--- src/rtl/lin_hdr_pkg.sv ---
package lin_hdr_pkg;

    typedef enum logic [1:0] {
        HS_IDLE,
        HS_DELIM,
        HS_SYNC,
        HS_PID
    } hdr_state_t;

    typedef enum logic [1:0] {
        CS_HUNT,
        CS_START,
        CS_DATA,
        CS_STOP
    } chr_state_t;

    typedef struct packed {
        logic [7:0] data;
        logic       stop_ok;
    } chr_res_t;

    localparam logic [7:0] SYNC_BYTE = 8'h55;

    function automatic logic sync_ok(input logic [7:0] b);
        return b == SYNC_BYTE;
    endfunction

endpackage

--- src/rtl/lin_brk_det.sv ---
module lin_brk_det #(
    parameter int RUN_TICKS = 88
) (
    input  logic clk,
    input  logic rst,
    input  logic tick,
    input  logic rxd,
    output logic brk_pulse
);
    localparam int W = $clog2(RUN_TICKS + 1);
    localparam logic [W-1:0] RUN_MAX = W'(RUN_TICKS);
    localparam logic [W-1:0] RUN_PRE = W'(RUN_TICKS - 1);

    logic [W-1:0] low_cnt;

    always_ff @(posedge clk) begin
        if (rst) begin
            low_cnt   <= '0;
            brk_pulse <= 1'b0;
        end else begin
            brk_pulse <= 1'b0;
            if (tick) begin
                if (rxd) begin
                    low_cnt <= '0;
                end else if (low_cnt != RUN_MAX) begin
                    low_cnt <= low_cnt + 1'b1;
                    if (low_cnt == RUN_PRE)
                        brk_pulse <= 1'b1;
                end
            end
        end
    end

    AST_BRK_SINGLE: assert property (@(posedge clk) disable iff (rst)
        brk_pulse |=> !brk_pulse);

endmodule

--- src/rtl/lin_char_rx.sv ---
module lin_char_rx
    import lin_hdr_pkg::*;
#(
    parameter int OVS = 8,
    parameter int DW  = 8
) (
    input  logic     clk,
    input  logic     rst,
    input  logic     en,
    input  logic     tick,
    input  logic     rxd,
    output logic     done,
    output chr_res_t res
);
    localparam int CW = $clog2(OVS);
    localparam int IW = $clog2(DW);
    localparam logic [CW-1:0] HALF_M1 = CW'(OVS / 2 - 1);
    localparam logic [CW-1:0] LAST    = CW'(OVS - 1);
    localparam logic [IW-1:0] IDX_END = IW'(DW - 1);

    chr_state_t     st;
    logic [CW-1:0]  cnt;
    logic [IW-1:0]  idx;
    logic [DW-1:0]  shreg;

    always_ff @(posedge clk) begin
        if (rst || !en) begin
            st    <= CS_HUNT;
            cnt   <= '0;
            idx   <= '0;
            shreg <= '0;
            done  <= 1'b0;
        end else begin
            done <= 1'b0;
            if (tick) begin
                unique case (st)
                    CS_HUNT: begin
                        if (!rxd) begin
                            st  <= CS_START;
                            cnt <= '0;
                        end
                    end
                    CS_START: begin
                        if (cnt == HALF_M1) begin
                            cnt <= '0;
                            idx <= '0;
                            st  <= rxd ? CS_HUNT : CS_DATA;
                        end else begin
                            cnt <= cnt + 1'b1;
                        end
                    end
                    CS_DATA: begin
                        if (cnt == LAST) begin
                            cnt   <= '0;
                            shreg <= {rxd, shreg[DW-1:1]};
                            if (idx == IDX_END)
                                st <= CS_STOP;
                            else
                                idx <= idx + 1'b1;
                        end else begin
                            cnt <= cnt + 1'b1;
                        end
                    end
                    CS_STOP: begin
                        if (cnt == LAST) begin
                            done <= 1'b1;
                            st   <= CS_HUNT;
                            cnt  <= '0;
                        end else begin
                            cnt <= cnt + 1'b1;
                        end
                    end
                endcase
            end
        end
    end

    always_ff @(posedge clk) begin
        if (rst) begin
            res <= '0;
        end else if (en && tick && st == CS_STOP && cnt == LAST) begin
            res.data    <= shreg;
            res.stop_ok <= rxd;
        end
    end

    AST_DONE_NEEDS_EN: assert property (@(posedge clk) disable iff (rst)
        done |-> $past(en));

endmodule

--- src/rtl/lin_hdr_timer.sv ---
module lin_hdr_timer #(
    parameter int START_TICKS = 88,
    parameter int LIMIT_TICKS = 384
) (
    input  logic clk,
    input  logic rst,
    input  logic tick,
    input  logic load,
    input  logic run,
    output logic expired
);
    localparam int W = $clog2(LIMIT_TICKS + 1);
    localparam logic [W-1:0] START_V = W'(START_TICKS);
    localparam logic [W-1:0] LIMIT_V = W'(LIMIT_TICKS);

    logic [W-1:0] cnt;

    always_ff @(posedge clk) begin
        if (rst)
            cnt <= '0;
        else if (load)
            cnt <= START_V;
        else if (run && tick && cnt != LIMIT_V)
            cnt <= cnt + 1'b1;
    end

    assign expired = run && (cnt == LIMIT_V);

endmodule

--- src/rtl/lin_hdr_rx.sv ---
module lin_hdr_rx
    import lin_hdr_pkg::*;
#(
    parameter int OVS      = 8,
    parameter int BRK_BITS = 11,
    parameter int HDR_BITS = 48
) (
    input  logic       clk,
    input  logic       rst,
    input  logic       rxd,
    input  logic       os_tick,
    input  logic       rst_sts,
    output logic [7:0] rx_id,
    output logic       brk_seen,
    output logic       id_rcvd,
    output logic       hdr_tmo,
    output logic       sync_err,
    output logic       frm_err
);
    localparam int BRK_TICKS = BRK_BITS * OVS;
    localparam int HDR_TICKS = HDR_BITS * OVS;

    hdr_state_t state;
    logic       brk_pulse;
    logic       expired;
    logic       chr_en;
    logic       chr_done;
    chr_res_t   chr;

    assign chr_en = (state == HS_SYNC) || (state == HS_PID);

    lin_brk_det #(.RUN_TICKS(BRK_TICKS)) u_brk (
        .clk       (clk),
        .rst       (rst),
        .tick      (os_tick),
        .rxd       (rxd),
        .brk_pulse (brk_pulse)
    );

    lin_char_rx #(.OVS(OVS), .DW(8)) u_chr (
        .clk  (clk),
        .rst  (rst),
        .en   (chr_en),
        .tick (os_tick),
        .rxd  (rxd),
        .done (chr_done),
        .res  (chr)
    );

    lin_hdr_timer #(.START_TICKS(BRK_TICKS), .LIMIT_TICKS(HDR_TICKS)) u_tmr (
        .clk     (clk),
        .rst     (rst),
        .tick    (os_tick),
        .load    (brk_pulse),
        .run     (state != HS_IDLE),
        .expired (expired)
    );

    always_ff @(posedge clk) begin
        if (rst) begin
            state    <= HS_IDLE;
            rx_id    <= '0;
            brk_seen <= 1'b0;
            id_rcvd  <= 1'b0;
            hdr_tmo  <= 1'b0;
            sync_err <= 1'b0;
            frm_err  <= 1'b0;
        end else begin
            if (rst_sts) begin
                brk_seen <= 1'b0;
                id_rcvd  <= 1'b0;
                hdr_tmo  <= 1'b0;
                sync_err <= 1'b0;
                frm_err  <= 1'b0;
            end
            if (brk_pulse) begin
                brk_seen <= 1'b1;
                state    <= HS_DELIM;
            end else if (expired) begin
                hdr_tmo <= 1'b1;
                state   <= HS_IDLE;
            end else begin
                unique case (state)
                    HS_IDLE: ;
                    HS_DELIM: begin
                        if (os_tick && rxd)
                            state <= HS_SYNC;
                    end
                    HS_SYNC: begin
                        if (chr_done) begin
                            if (!chr.stop_ok) begin
                                frm_err <= 1'b1;
                                state   <= HS_IDLE;
                            end else if (!sync_ok(chr.data)) begin
                                sync_err <= 1'b1;
                                state    <= HS_IDLE;
                            end else begin
                                state <= HS_PID;
                            end
                        end
                    end
                    HS_PID: begin
                        if (chr_done) begin
                            if (!chr.stop_ok) begin
                                frm_err <= 1'b1;
                            end else begin
                                rx_id   <= chr.data;
                                id_rcvd <= 1'b1;
                            end
                            state <= HS_IDLE;
                        end
                    end
                endcase
            end
        end
    end

    AST_BRK_AFTER_LOW: assert property (@(posedge clk) disable iff (rst)
        $rose(brk_seen) |-> !$past(rxd));
    AST_DEAF_IDLE: assert property (@(posedge clk) disable iff (rst)
        (state == HS_IDLE) |=> !$rose(id_rcvd));
    AST_SYNC_ERR_BYTE: assert property (@(posedge clk) disable iff (rst)
        $rose(sync_err) |-> (chr.data != SYNC_BYTE));
    AST_ID_MATCH: assert property (@(posedge clk) disable iff (rst)
        $rose(id_rcvd) |-> (rx_id == chr.data));
    AST_TMO_IDLE: assert property (@(posedge clk) disable iff (rst)
        $rose(hdr_tmo) |-> (state == HS_IDLE));
    AST_FRM_IDLE: assert property (@(posedge clk) disable iff (rst)
        $rose(frm_err) |-> (state == HS_IDLE));
    AST_CLR_BRK: assert property (@(posedge clk) disable iff (rst)
        (rst_sts && !brk_pulse) |=> !brk_seen);
    AST_RESTART: assert property (@(posedge clk) disable iff (rst)
        brk_pulse |=> (state == HS_DELIM));

endmodule

--- config.mk ---
export PLATFORM = sky130hd
export DESIGN_NAME = lin_hdr_rx
export DESIGN_NICKNAME = d
export VERILOG_FILES = /design/src/rtl/lin_hdr_pkg.sv /design/src/rtl/lin_brk_det.sv /design/src/rtl/lin_char_rx.sv /design/src/rtl/lin_hdr_timer.sv /design/src/rtl/lin_hdr_rx.sv
export SDC_FILE = /design/constraint.sdc
export NUM_CORES = 1
export LEC_CHECK = 0
export ABC_AREA = 1
export CAP_MARGIN = 20
export CORE_UTILIZATION = 63
export DETAILED_ROUTE_END_ITERATION = 10
export DONT_BUFFER_PORTS = 1
export PLACE_DENSITY = 0.91
export SLEW_MARGIN = 25
export SYNTH_ARGS = -nofsm -noshare
export SYNTH_HDL_FRONTEND = slang
export SYNTH_SLANG_ARGS = --single-unit
--- constraint.sdc ---
create_clock -name clk -period 2.1 [get_ports clk]
set_input_delay 0.105 -clock clk [delete_from_list [all_inputs] [get_ports clk]]
set_output_delay 0.105 -clock clk [all_outputs]
set_load 0.02 [all_outputs]
==> results_dict.tcl, run 1 <==
set metrics [dict create \
    htreeDepth 3 \
    wl_per_cell_um 11.8 \
    final_net_count 450 \
    worstHoldPathCells 3 \
    end_kind "register" \
    grt-ovfl-total 0 \
    grt_pass1_vias 2547 \
    p_sw_frac 0.218 \
    crit_arrival_ns 1.90 \
    portBuffers 0 \
    yosys_warnings 0 \
    synth.top_cell.area_share 0.403 \
    route.vias.total 2658 \
    drc 0 \
    worstSkewPairLatency_ns 0.34 \
    drv_cap 0 \
    power_frac_comb 0.023 \
    grt_usage 0.272 \
    antenna_found_initial 0 \
    met3_usage 0.0843 \
    place.gp.congestion 0.908 \
    synthToLayoutAreaGrowth_pct 9.74 \
    synth_top_area_cell "dfxtp_1" \
    cellInternalPower_uw 1810 \
    tns_ns 0 \
    die_h_um 69.6 \
    die_w_um 69.6 \
    cts_tree "yes" \
    grt_pass1_wl_um 10600 \
    seqPwrFrac 0.476 \
    drv_slew 0 \
    ys_types 29 \
    antenna_left 0 \
    synth_cells 427 \
    rsz0062_at_grt "no" \
    diodes 0 \
    leakage_uw 0.00142 \
    hpwl_um 3860 \
    core_area_mm2 0.00438 \
    top_usage_layer "met2" \
    slew-limit-headroom 0.554 \
    n_fill_cell 336 \
    grt_start_max_net_pins 26 \
    hold_violations 0 \
    synth-seq-area-share 0.403 \
    die_area_mm2 0.00484 \
    layout-drive-gt1-share 0.0705 \
    drt_iter0_markers 176 \
    grt_use_met2 0.452 \
    finalSetupViolCount 0 \
    use_met1 0.314 \
    period_needed_ns 1.68 \
    netSwitchingPower_uw 504 \
    hold_path_class "input pin to register" \
    cts.sinks 58 \
    r2r_cells 7 \
    cts-root-buf "clkbuf_8" \
    start_util 0.656 \
    synth_area_mm2 0.00288 \
    cts_buffers 9 \
    cp_data_required_time_ns 2.33 \
    ys_ff_latch 58 \
    crit_type "register to register" \
    totalWireLength_um 5800 \
    clk_pin_slew_worst_paths_ns 0.07 \
    clk_path_buf_depth 2 \
    p_per_area_mw_per_mm2 734 \
    start_kind "register" \
    syn_avg_cell_area_um2 6.74 \
    fmax_mhz 596 \
    rows 24 \
    io_pins 18 \
    status "complete, no violations" \
    p_clk_frac 0.501 \
    final_util 0.720 \
    max_slew.worst_pin.slew_ns 0.668 \
    finClkSkew_ns 0.0111 \
    viasPerCell 5.40 \
    first_pass_iters 5 \
    peakVddDrop_mv 0.477 \
    synth_area_leaders "dfxtp_1 (40%), nand2_1 (14%), nor2_1 (9.1%), inv_1 (7.6%), nand3_1 (5.2%)" \
    synth_fp_nets 442 \
    crit_fanout 10 \
    fin_crit_sh 0.799 \
]
==> synthesized netlist by cell type <==
| master | number |
|---|---|
| nand3_1 | 30 |
| a31oi_1 | 1 |
| nand3b_1 | 1 |
| nor3_2 | 1 |
| xnor2_1 | 1 |
| nor2_2 | 3 |
| nand3_2 | 1 |
| ha_1 | 10 |
| nand2_4 | 1 |
| nand2_2 | 1 |
| clkbuf_2 | 1 |
| nand2_1 | 104 |
| nand3_4 | 1 |
| inv_2 | 4 |
| nor3b_2 | 1 |
| buf_6 | 3 |
| nand4_1 | 8 |
| nor2_1 | 70 |
| dfxtp_1 | 58 |
| clkbuf_1 | 2 |
| clkinv_1 | 1 |
| o21ai_0 | 29 |
| a21oi_1 | 29 |
| nor4_1 | 1 |
| nand3b_2 | 1 |
| or2_2 | 1 |
| buf_2 | 3 |
| xor2_1 | 2 |
| inv_1 | 58 |
==> state kept, by name, indices dropped and copies added (netlist names), named ones only <==
name and flops:
brk_seen 1, u_chr.shreg 8, sync_err 1, u_chr.cnt 3, u_chr.st 1, id_rcvd 1
u_brk.brk_pulse 1, rx_id 8, u_chr.idx 3, u_chr.done 1, frm_err 1, state 2
hdr_tmo 1, u_tmr.cnt 9, u_chr.res 9, u_brk.low_cnt 7
==> path summary, 6_finish.rpt <==
| path | startpoint | to | slack (ns) |
|---|---|---|---|
| setup / recovery | u_chr.cnt[0] | u_chr.shreg[1] | 0.42 |
| hold / removal | os_tick | u_chr.shreg[7] | 0.06 |
| setup reg to reg | u_chr.cnt[0] | u_chr.shreg[1] | 0.42 |
| hold reg to reg | u_chr.idx[1] | u_chr.idx[1] | 0.47 |
==> logic make-up after synthesis <==
group	share of synthesized area
buffers and inverters	0.103
XOR/XNOR	0.00913
AO/OA/AOI/OAI	0.103
flip-flops	0.403
adder cells (fa/ha/maj)	0.0435
AND/OR/NAND/NOR	0.337
==> final cells by class <==
| cell class | count | area [µm²] | area share |
|---|---|---|---|
| Timing Repair Buffer | 6 | 57.6 | 0.0182 |
| Tap cell | 52 | 65.1 | 0.0206 |
| Clock buffer | 11 | 141 | 0.0448 |
| Sequential cell | 58 | 1160 | 0.368 |
| Multi-Input combinational cell | 297 | 1420 | 0.449 |
| Clock inverter | 5 | 77.6 | 0.0246 |
| Inverter | 63 | 236 | 0.0749 |
==> power groups by stage <==
| stage | registers (µW) | logic (µW) | clock network [µW] |
|---|---|---|---|
| after floorplan | 1130 | 40.1 | 0 |
| after global placement | 1130 | 41.3 | 0 |
| after detailed placement | 1130 | 42.0 | 0 |
| after CTS | 1100 | 53.2 | 1170 |
| after global routing | 1100 | 60.7 | 1230 |
| final | 1100 | 54.1 | 1160 |
==> worst max-delay path, cell delays in order (launching register included) <==
cell and delay [ns]:
dfxtp_1 0.35, ha_1 0.20, ha_1 0.23, nand2_1 0.08
nor2_2 0.27, inv_1 0.18, o21ai_0 0.19, a21oi_1 0.06
==> stage by stage <==
stage	instances	hold slack, ns	setup slack, ns	cell area (µm²)	power, µW
floorplan	427	0.271	0.632	2880	1170
global placement	471	0.175	0.543	2890	1170
detailed placement	471	0.177	0.422	2890	1170
CTS	492	0.0513	0.421	3160	2330
global route	492	0.0504	0.209	3160	2400
finish	492	0.0621	0.423	3160	2320
==> routing by layer <==
metal / vias up / part of all wire
li1: 1361 / -
met1: 1223 / 0.45
met2: 58 / 0.48
met3: 16 / 0.045
met4: 0 / 0.018
met5: - / 0
==> layout by cell type (no fill, tap or decap), types with 2 or more instances in the layout <==
| cell type | n |
|---|---|
| a21oi_1 | 29 |
| o21ai_0 | 29 |
| xor2_1 | 2 |
| nand3_1 | 30 |
| inv_2 | 4 |
| nor2_1 | 70 |
| ha_1 | 10 |
| dlygate4sd3_1 | 5 |
| clkbuf_8 | 10 |
| nand4_1 | 8 |
| dfxtp_1 | 58 |
| nor2_2 | 3 |
| nand2_1 | 104 |
| bufinv_16 | 2 |
| inv_1 | 58 |
| clkinv_2 | 2 |
==> timing repair <==
item / CTS / global route
endpoints found under the setup margin: 0 / 0
hold buffers: 5 / 0
gates resized for setup: 0 / 0
endpoints found under the hold margin: 17 / 0
buffers inserted: 0 / 0
Note: power is estimated with default switching activity, not from simulation.
==> run 2: changes to the inputs <==
clock period = 1.55 ns   (was 2.1 ns; I/O delays follow)
==> run 2 against run 1 <==
  * Cell count increased by 0.61%
  * Cell area increased by 1.7%
  * Sequential share of layout area decreased by 0.59 points
  * Clock skew decreased by 0.0037 ns
  * Largest cell class unchanged
  * Largest power group is now registers
  * Highest routed layer unchanged
==> results_dict.tcl, run 2 (synthesis gave the netlist of run 1 again) <==
set metrics [dict create \
    start_kind "register" \
    clk_path_buf_depth 2 \
    period_needed_ns 1.49 \
    core_area_mm2 0.00438 \
    tns_ns 0 \
    finClkSkew_ns 0.00742 \
    cts_tree "yes" \
    die_w_um 69.6 \
    fin_crit_sh 0.963 \
    grt_start_max_net_pins 24 \
    post-cts-setup-buffer-count 0 \
    final_cell_mix "nand2_1 (103), nor2_1 (68), inv_1 (58)" \
    dp.cells 474 \
    layout-drive-gt1-share 0.0926 \
    cts.sinks 58 \
    die_area_mm2 0.00484 \
    final_common_cell "nand2_1" \
    max_slew.worst_pin.slew_ns 0.466 \
    cts_buffers 9 \
    totalWireLength_um 6210 \
    place.gp.congestion 0.901 \
    drc 0 \
    io_pins 18 \
    drv_slew 0 \
    drv_cap 0 \
    antenna_left 0 \
    final_util 0.733 \
    crit_arrival_ns 1.72 \
    grt_pass1_wl_um 10300 \
    cp_data_required_time_ns 1.78 \
    final_net_count 454 \
    finalPower_uw 2820 \
    end_kind "register" \
    viasPerCell 5.47 \
    fmax_mhz 670 \
    top_regs "u_chr.res x9, u_tmr.cnt x9" \
    cts-root-buf "clkbuf_8" \
    status "complete, no violations" \
    diodes 0 \
    clk_pin_slew_worst_paths_ns 0.07 \
    antenna_found_initial 0 \
    worstSkewPairLatency_ns 0.33 \
    route.vias.total 2709 \
    start_util 0.656 \
    setup_ws_ns 0.0570 \
    finalSetupViolCount 0 \
    hold_violations 0 \
    grt_pass1_vias 2519 \
    leakage_uw 0.00142 \
    rows 24 \
    grt-ovfl-total 0 \
    grt_usage 0.266 \
    p_per_area_mw_per_mm2 879 \
    drt_iter0_markers 160 \
    die_h_um 69.6 \
    wl_per_cell_um 12.6 \
    hold_path_class "input pin to register" \
    crit_type "register to register" \
    htreeDepth 3 \
    portBuffers 0 \
    first_pass_iters 5 \
    stdcell_count 495 \
    dp_slack_ns 0.0486 \
    slew-limit-headroom 0.688 \
    synthToLayoutAreaGrowth_pct 11.7 \
    hpwl_um 3940 \
    crit_fanout 10 \
    peakVddDrop_mv 0.642 \
]
run 2: repair_timing:
item	in CTS	in global routing
hold endpoints to repair	21	1
endpoints found under the setup margin	0	36
hold buffers	4	1
gates resized for setup	0	13
run 2: cell type report:
class / count / area, µm²
Clock buffer: 11 / 151
Clock inverter: 4 / 27.5
Fill cell: 348 / 1170
Inverter: 63 / 236
Multi-Input combinational cell: 298 / 1490
Sequential cell: 58 / 1160
Tap cell: 52 / 65.1
Timing Repair Buffer: 9 / 80.1
run 2: critical path: stages (launching register included):
cell and delay, ns:
dfxtp_1 0.38, inv_1 0.08, ha_1 0.18, nand2_1 0.10, nor2_4 0.06, nand2_2 0.13, nand2_4 0.11, nand3_1 0.10
nand3_1 0.09, nand2_1 0.10, inv_1 0.05
run 2: final timing paths:
check | startpoint | depth (start not counted) | endpoint | slack, ns
worst min-delay path | os_tick | 4 | u_chr.idx[1] | 0.05
worst max-delay path | u_tmr.cnt[1] | 10 | u_tmr.cnt[3] | 0.06
worst max register to register | u_tmr.cnt[1] | 10 | u_tmr.cnt[3] | 0.06
worst min register to register | u_chr.idx[1] | 2 | u_chr.idx[1] | 0.47
run 2: routing by layer:
layer	GRT usage	wire, µm	up-vias
met1	0.310	2680	1254
li1	-	-	1371
met2	0.451	3130	74
met3	0.0712	332	10
met4	0.127	72	0
met5	0	0	-
run 2: power by group:
group,switching [µW],internal [µW],leakage (µW)
sequential,2.00,1490,0.000468
clock,589,654,0.0000834
combinational,56.5,27.8,0.000864
total,648,2180,0.00142
run 2: stage by stage:
step / area (µm²) / hold WS, ns
floorplan: 2880 / 0.243
global placement: 2910 / 0.147
detailed placement: 2910 / 0.150
CTS: 3130 / 0.0266
global route: 3210 / 0.0766
finish: 3210 / 0.0505
==> run 3: changes to the inputs <==
CORE_ASPECT_RATIO = 1.4   (was not set)
CORE_UTILIZATION = 67   (was 63)
PLACE_DENSITY = 0.95   (was 0.91)
clock period = 1.9 ns   (was 1.55 ns; I/O delays follow)
==> run 3 against run 2 <==
  * The run now ends with design-rule violations left
  * Sequential cell count unchanged
  * Utilization is 5.7 points higher
  * Clock-buffer cell count stayed put
  * Cell area fell by 1.1%
  * Die area fell by 5.7%
  * Maximum frequency shrank 9.2%
  * Sequential share of layout area rose by 0.37 points
  * Clock power is 9.7% higher
  * Critical endpoint is now u_chr.res[0]
==> results_dict.tcl, run 3 (synthesis gave the netlist of run 1 again) <==
set metrics [dict create \
    drv_slew 0 \
    grt_pass1_wl_um 11100 \
    r2r-start "u_chr.cnt[0]" \
    finalPower_uw 2640 \
    peakVddDrop_mv 0.571 \
    netSwitchingPower_uw 535 \
    route.vias.total 2757 \
    hpwl_um 4060 \
    start_kind "register" \
    viasPerCell 5.68 \
    min_from "rxd" \
    p_sw_frac 0.203 \
    cts_tree "yes" \
    die_w_um 57.4 \
    crit_slowest_cell "dfxtp_1" \
    final_common_cell "nand2_1" \
    synthToLayoutAreaGrowth_pct 10.4 \
    cts_resized 0 \
    crit_fanout 16 \
    r2r_setup_slack_ns 0.26 \
    clk_pin_slew_worst_paths_ns 0.06 \
    cts_hold_buffers 5 \
    first_pass_iters 8 \
    cp_top_family "adder cells" \
    crit_top_cell "ha_1" \
    diodes 0 \
    io_pins 18 \
    antenna_left 0 \
    placed_cell_area_mm2 0.00289 \
    htreeDepth 3 \
    grt_usage 0.318 \
    grt_pass1_vias 2656 \
    cellInternalPower_uw 2110 \
    p_clk_frac 0.513 \
    top_regs "u_chr.res x9, u_tmr.cnt x9" \
    clk_path_buf_depth 2 \
    fin_crit_sh 0.866 \
    hold_violations 0 \
    rsz0062_at_grt "no" \
    violations "design-rule violations" \
    leakage_uw 0.00143 \
    final_cell_mix "nand2_1 (104), nor2_1 (70), inv_1 (58), dfxtp_1 (58), nand3_1 (30)" \
    drv_cap 0 \
    final_net_count 452 \
    worst_path_largest_cell_delay_ns 0.35 \
    wl_per_cell_um 13.3 \
    slew-limit-headroom 0.630 \
    cts-root-buf "clkbuf_8" \
    grt-ovfl-total 0 \
    portBuffers 0 \
    end_kind "register" \
    cts.sinks 58 \
    tns_ns 0 \
    worstHoldPathCells 2 \
    hold_path_class "input pin to register" \
    grt_start_max_net_pins 18 \
    crit_type "register to register" \
    post-cts-setup-buffer-count 0 \
    rows 27 \
    totalWireLength_um 6440 \
    design_area_mm2 0.00318 \
    cp_data_required_time_ns 2.12 \
    status "finished, violations left" \
    layout-drive-gt1-share 0.0724 \
    place.gp.congestion 0.904 \
    worstSkewPairLatency_ns 0.34 \
    finClkSkew_ns 0.00528 \
    die_h_um 79.5 \
    power_frac_comb 0.024 \
    r2r_cells 5 \
    seqPwrFrac 0.462 \
    drt_iter0_markers 277 \
    critPathBufInv 0 \
    max_slew.worst_pin.slew_ns 0.554 \
    hold_end "u_chr.res[0]" \
    timing.rr.end "u_chr.res[0]" \
    crit_arrival_ns 1.87 \
    fin_hold_ws_ns 0.0411 \
    p_per_area_mw_per_mm2 832 \
    antenna_found_initial 0 \
    start_util 0.716 \
    cts_buffers 9 \
    drc 2 \
    critical_path.cell_chain "ha_1, ha_1, nand3_2, o21ai_0, a21oi_1" \
    fmax_mhz 608 \
    period_needed_ns 1.64 \
    core_area_mm2 0.00402 \
    die_area_mm2 0.00457 \
    finalSetupViolCount 0 \
]
-- run 3: how the worst max path moves through the flow --
stage                     cells after the start         start              to
final                                         5  u_chr.cnt[0]    u_chr.res[0]
after global routing                         10  u_tmr.cnt[0]    u_tmr.cnt[3]
after CTS                                     5  u_chr.cnt[0]    u_chr.res[0]
after detailed placement                      5  u_chr.cnt[0]    u_chr.res[8]
after global placement                        8  u_tmr.cnt[0]        rx_id[6]
after floorplan                               7  u_chr.cnt[0]  u_chr.shreg[1]
-- run 3: worst register-to-register path: cells and delay by family (launching register included) --
kind / cells / cell delay (ns)
adders and majority gates: 2 / 0.50
AOI/OAI and AO/OA: 2 / 0.40
DFF: 1 / 0.35
and+or+nand+nor: 1 / 0.28
-- run 3: power groups by stage --
stage | clock [µW] | combinational, µW | sequential [µW]
2_1_floorplan | 0 | 44.4 | 1250
3_3_place_gp | 0 | 46.2 | 1250
3_5_place_dp | 0 | 48.6 | 1250
4_1_cts | 1370 | 63.3 | 1220
5_1_grt | 1440 | 71.7 | 1220
6_report | 1360 | 64.4 | 1220
-- run 3: layout make-up --
cell class,count,area (µm²)
Multi-Input combinational cell,297,1420
Sequential cell,58,1160
Fill cell,271,843
Inverter,63,236
Clock buffer,11,131
Clock inverter,5,103
Timing Repair Buffer,8,72.6
Tap cell,43,53.8
-- run 3: metal layers --
layer	routed length [µm]	part of all wire	track usage
met4	299	0.046	0.232
met1	2520	0.39	0.331
met2	3240	0.50	0.541
met3	387	0.060	0.0843
met5	0	0	0
-- run 3: metrics by stage --
| step | instances | utilization | setup slack [ns] |
|---|---|---|---|
| after global routing | 485 | 0.790 | 0.194 |
| after detailed placement | 464 | 0.720 | 0.408 |
| after floorplan | 427 | - | 0.432 |
| after CTS | 485 | 0.790 | 0.287 |
| after global placement | 464 | 0.720 | 0.442 |
| final | 485 | 0.790 | 0.255 |
